### src/rtl/kat_pkg.sv
package kat_pkg;
  // number of tree levels: log_radix(width), 0 for the ripple case
  function automatic int tree_levels(input int width, input int radix);
    int lv = 0;
    int w = width;
    if (radix < 2) return 0;
    while (w > 1) begin
      w = w / radix;
      lv++;
    end
    return lv;
  endfunction

  function automatic int ipow(input int base, input int ex);
    int r = 1;
    for (int i = 0; i < ex; i++) r = r * base;
    return r;
  endfunction
endpackage

### src/rtl/kat_group_cell.sv
module kat_group_cell #(
  parameter int RADIX = 2
) (
  input  logic [RADIX-1:0] g_i,
  input  logic [RADIX-1:0] p_i,
  output logic             g_o,
  output logic             p_o
);
  always_comb begin
    g_o = 1'b0;
    for (int t = 0; t < RADIX; t++) g_o = g_i[t] | (p_i[t] & g_o);
    p_o = &p_i;
  end
endmodule

### src/rtl/kat_carry_cell.sv
module kat_carry_cell #(
  parameter int RADIX = 2
) (
  input  logic             c_i,
  input  logic [RADIX-2:0] g_i,
  input  logic [RADIX-2:0] p_i,
  output logic [RADIX-2:0] c_o
);
  // two-level form: each carry is a sum of products over the block inputs
  always_comb begin
    for (int j = 0; j < RADIX - 1; j++) begin
      logic acc;
      logic term;
      term = c_i;
      for (int u = 0; u <= j; u++) term = term & p_i[u];
      acc = term;
      for (int t = 0; t <= j; t++) begin
        term = g_i[t];
        for (int u = t + 1; u <= j; u++) term = term & p_i[u];
        acc = acc | term;
      end
      c_o[j] = acc;
    end
  end
endmodule

### src/rtl/kary_tree_adder.sv
module kary_tree_adder #(
  parameter int WIDTH = 16,
  parameter int RADIX = 4
) (
  input  logic [WIDTH-1:0] a_i,
  input  logic [WIDTH-1:0] b_i,
  input  logic             c_i,
  output logic [WIDTH-1:0] sum_o,
  output logic             cout_o
);
  localparam int LEVELS = kat_pkg::tree_levels(WIDTH, RADIX);

  if (RADIX < 1) begin : g_bad_radix
    $error("RADIX must be at least 1");
  end
  if (RADIX > 1 && kat_pkg::ipow(RADIX, LEVELS) != WIDTH) begin : g_bad_width
    $error("WIDTH must be an integral power of RADIX");
  end

  logic [WIDTH-1:0] bit_g, bit_p;
  logic [WIDTH:0]   carry;

  assign bit_g    = a_i & b_i;
  assign bit_p    = a_i | b_i;
  assign carry[0] = c_i;
  assign cout_o   = carry[WIDTH];
  assign sum_o    = (a_i ^ b_i) ^ carry[WIDTH-1:0];

  if (RADIX == 1) begin : g_ripple
    for (genvar i = 0; i < WIDTH; i++) begin : g_bit
      assign carry[i+1] = bit_g[i] | (bit_p[i] & carry[i]);
    end
  end else begin : g_tree
    // upward group generate/propagate tree
    for (genvar lv = 0; lv <= LEVELS; lv++) begin : g_lvl
      localparam int CNT = WIDTH / kat_pkg::ipow(RADIX, lv);
      logic [CNT-1:0] gg, pp;
      if (lv == 0) begin : g_leaf
        assign gg = bit_g;
        assign pp = bit_p;
      end else begin : g_node
        for (genvar q = 0; q < CNT; q++) begin : g_cell
          kat_group_cell #(.RADIX(RADIX)) u_grp (
            .g_i(g_lvl[lv-1].gg[q*RADIX +: RADIX]),
            .p_i(g_lvl[lv-1].pp[q*RADIX +: RADIX]),
            .g_o(gg[q]),
            .p_o(pp[q])
          );
        end
      end
    end

    assign carry[WIDTH] = g_lvl[LEVELS].gg[0] | (g_lvl[LEVELS].pp[0] & c_i);

    // downward carry tree: level lv resolves carries inside blocks of RADIX**lv bits
    for (genvar lv = 1; lv <= LEVELS; lv++) begin : g_ctree
      localparam int SPAN   = kat_pkg::ipow(RADIX, lv);
      localparam int SUB    = SPAN / RADIX;
      localparam int BLOCKS = WIDTH / SPAN;
      for (genvar blk = 0; blk < BLOCKS; blk++) begin : g_blk
        logic [RADIX-2:0] cw;
        kat_carry_cell #(.RADIX(RADIX)) u_cry (
          .c_i(carry[blk*SPAN]),
          .g_i(g_lvl[lv-1].gg[blk*RADIX +: RADIX-1]),
          .p_i(g_lvl[lv-1].pp[blk*RADIX +: RADIX-1]),
          .c_o(cw)
        );
        for (genvar t = 0; t < RADIX - 1; t++) begin : g_out
          assign carry[blk*SPAN + (t+1)*SUB] = cw[t];
        end
      end
    end
  end
endmodule

### config.mk
export PLATFORM = sky130hd
export DESIGN_NAME = kary_tree_adder
export DESIGN_NICKNAME = d
export VERILOG_FILES = /design/src/rtl/kat_pkg.sv /design/src/rtl/kat_group_cell.sv /design/src/rtl/kat_carry_cell.sv /design/src/rtl/kary_tree_adder.sv
export SDC_FILE = /design/constraint.sdc
export NUM_CORES = 1
export LEC_CHECK = 0
export CAP_MARGIN = 30
export CORE_MARGIN = 5
export CORE_UTILIZATION = 65
export DETAILED_ROUTE_END_ITERATION = 16
export DONT_BUFFER_PORTS = 1
export PLACE_DENSITY = 0.81
export REMOVE_ABC_BUFFERS = 1
export SYNTH_ARGS = -nofsm -noshare
export SYNTH_HDL_FRONTEND = slang
export SYNTH_SLANG_ARGS = --single-unit
export TNS_END_PERCENT = 50
### constraint.sdc
create_clock -name vclk -period 2.9
set_input_delay 0 -clock vclk [all_inputs]
set_output_delay 0 -clock vclk [all_outputs]
set_load 0.1 [all_outputs]
==> impl_results.md <==
- Status: finished clean
- YS warnings: 0
- Row count: 14
- CP endpoint kind: output port
- Placed cell areas: 1340 um^2
- PnR worst setup slack: 0.981 ns
- Cell taking the most area after synthesis: ha_1
- Most frequent cells in the layout: inv_1 (41), ha_1 (32), buf_4 (16)
- Wire per inst: 14.2 um
- Layout net count: 227
- WS Path Type: input port to output port
- PD cells: 485 nW/um^2
- Commonest non-fill, non-tap cell in the layout: inv_1
- Flip-flop and latch area: 0 um^2
- Syn_area_per_cell: 7.85 um^2
- Total power: 651 uW
- Final Util: 86.1%
- Area growth syn-to-layout: 22.2%
- Sequential share of power: 0%
- Clock buffers: 0
- Fin area: 1340 um^2
- Combinational group share of total power: 100.0%
- Detail Route Antenna Nets: 0
- Sequential share of the synthesized area: 0%
- Pre-CTS setup slack: 0.982 ns
- Max incr delay on CP: 0.41 ns
- Post-CTS Setup Inserts: 0
- Max-slew violations: 0
- Worst EP required: 2.90 ns
- Hold Fails Final Rpt: 0
- Worst Path Arrival: 1.92 ns
- CP Cell Sequence: ha_1 -> nor2b_1 -> o21bai_2 -> a31oi_4 -> o211ai_2 -> nand2_1 -> fa_1 -> xor2_2 -> buf_4
- DR iter-0 viols: 9
- Cts hold-fix bufs: 0
- Die area: 2610 um^2
- Seq cells: 0
- Core Box Area: 1560 um^2
- Hpwl dp: 2.34 mm
- Sw Pwr: 496 uW
- First-pass iteration count of the detailed router: 4
- Unrepaired setup endpoints after global routing: false
- Yosys cell types: 31
- Routed wire length: 2.45 mm
- Global-route wire length before repair: 4.13 mm
- Static leakage: 0.000742 uW
- Ranking of synthesized cells by area: ha_1 (36%), inv_1 (14%), fa_1 (7.3%)
- Crit-path slowest cell: fa_1
- Hold Crit Class: input port to output port
- Critical path's top delay family: compound AO/OA/AOI/OAI gates
- Dpl cells: 172
- Share of the synthesized area in the top cell type: 36.4%
- Maxcap violations: 0
- Largest net degree at the start of global routing: 7
- Post-Syn Area: 1100 um^2
- # diodes: 0
- Setup Viol. Count Final: 0
- Clock power share: 0%
- Slew @ Worst Pin: 0.828 ns
- I/O pin total: 50
- Crit-path max FO: 5
- Net Sw Frac: 76.1%
- Max-slew headroom: 44.7%
- Die Ht: 51.1 um
- Starting Density: 70.5%
- DRC viols: 0
- Crit start category: input port
- Global Route Usage Sum: 20.0%
- Int Power: 155 uW
- Maximum VDD drop: 0.355 mV
- Port Buffers: 0
- DR vias: 948
- Final cell count without fillers: 172
- Share of cells above drive strength 1: 24.4%
- Post-CTS resize count: 0
- Fmax: 521 MHz
- Period minus WS final: 1.92 ns
- Buf+Inv Stages, Crit Path: 1
- DR vias/cell: 5.51
- GRT Residual Overflow: 0
- Initial antenna violation count: 0
- Syn Inst Count: 140
- GP Congestion: 0.751
- Die W: 51.1 um
- Fin crit share: 66.2%
- Vias in the first global route: 1039
## metrics by stage
| step | hold WS (ns) | setup TNS (ns) |
|---|---|---|
| floorplan | 0.545 | -0.346 |
| global placement | 0.423 | 0 |
| detailed placement | 0.422 | 0 |
| CTS | 0.433 | 0 |
| global route | 0.435 | 0 |
| finish | 0.431 | 0 |
## Yosys cell counts
cell	number
nand3_1	1
ha_1	32
o21ai_2	1
xor2_1	7
a211oi_1	2
nor4b_1	1
a2111oi_2	1
a21oi_1	6
nor3b_1	2
inv_1	41
o211ai_2	1
or3_1	1
nand2b_1	1
o21bai_2	1
nor3_1	4
o21ai_1	1
o31ai_1	2
xnor2_1	3
nand2_1	4
a21boi_0	1
nor2_1	4
o21bai_1	6
nor3_2	1
nor2b_1	5
nor2b_2	1
fa_1	4
a31oi_4	1
a221oi_2	1
mux2i_1	1
o41a_1	1
or2_2	2
## final cells by class
| cell class | instances | area [um^2] |
|---|---|---|
| fillers | 99 | 216 |
| inverters | 41 | 154 |
| multi-input cells | 99 | 1050 |
| well taps | 16 | 20.0 |
| repair buffers | 16 | 120 |
## cell families after synthesis
kind of cell | share of synthesized area [%]
AO/OA/AOI/OAI | 19.4
XOR/XNOR | 7.97
adder cells (fa/ha/maj) | 43.7
buffers and inverters | 14.0
multiplexers | 0.911
AND/OR/NAND/NOR | 14.0
## worst paths after layout
check                        to    from  slack, ns  cells past startpoint
worst max-delay path  sum_o[13]  a_i[1]       0.98                      9
worst min-delay path   sum_o[4]  b_i[4]       0.43                      2
## routing by layer
metal / up-vias / wire [um] / global-route usage (%)
met5: - / 0 / 0
met4: 0 / 95 / 8.07
met3: 12 / 155 / 2.62
met2: 37 / 1470 / 44.6
met1: 433 / 731 / 16.6
li1: 466 / - / -
## power groups by stage
stage	Sequential [uW]	Clock, uW	Combinational [uW]
final	0	0	651
after global routing	0	0	678
after CTS	0	0	655
after detailed placement	0	0	653
after global placement	0	0	639
after floorplan	0	0	520
No activity file was read; power rests on OpenSTA's default activity.
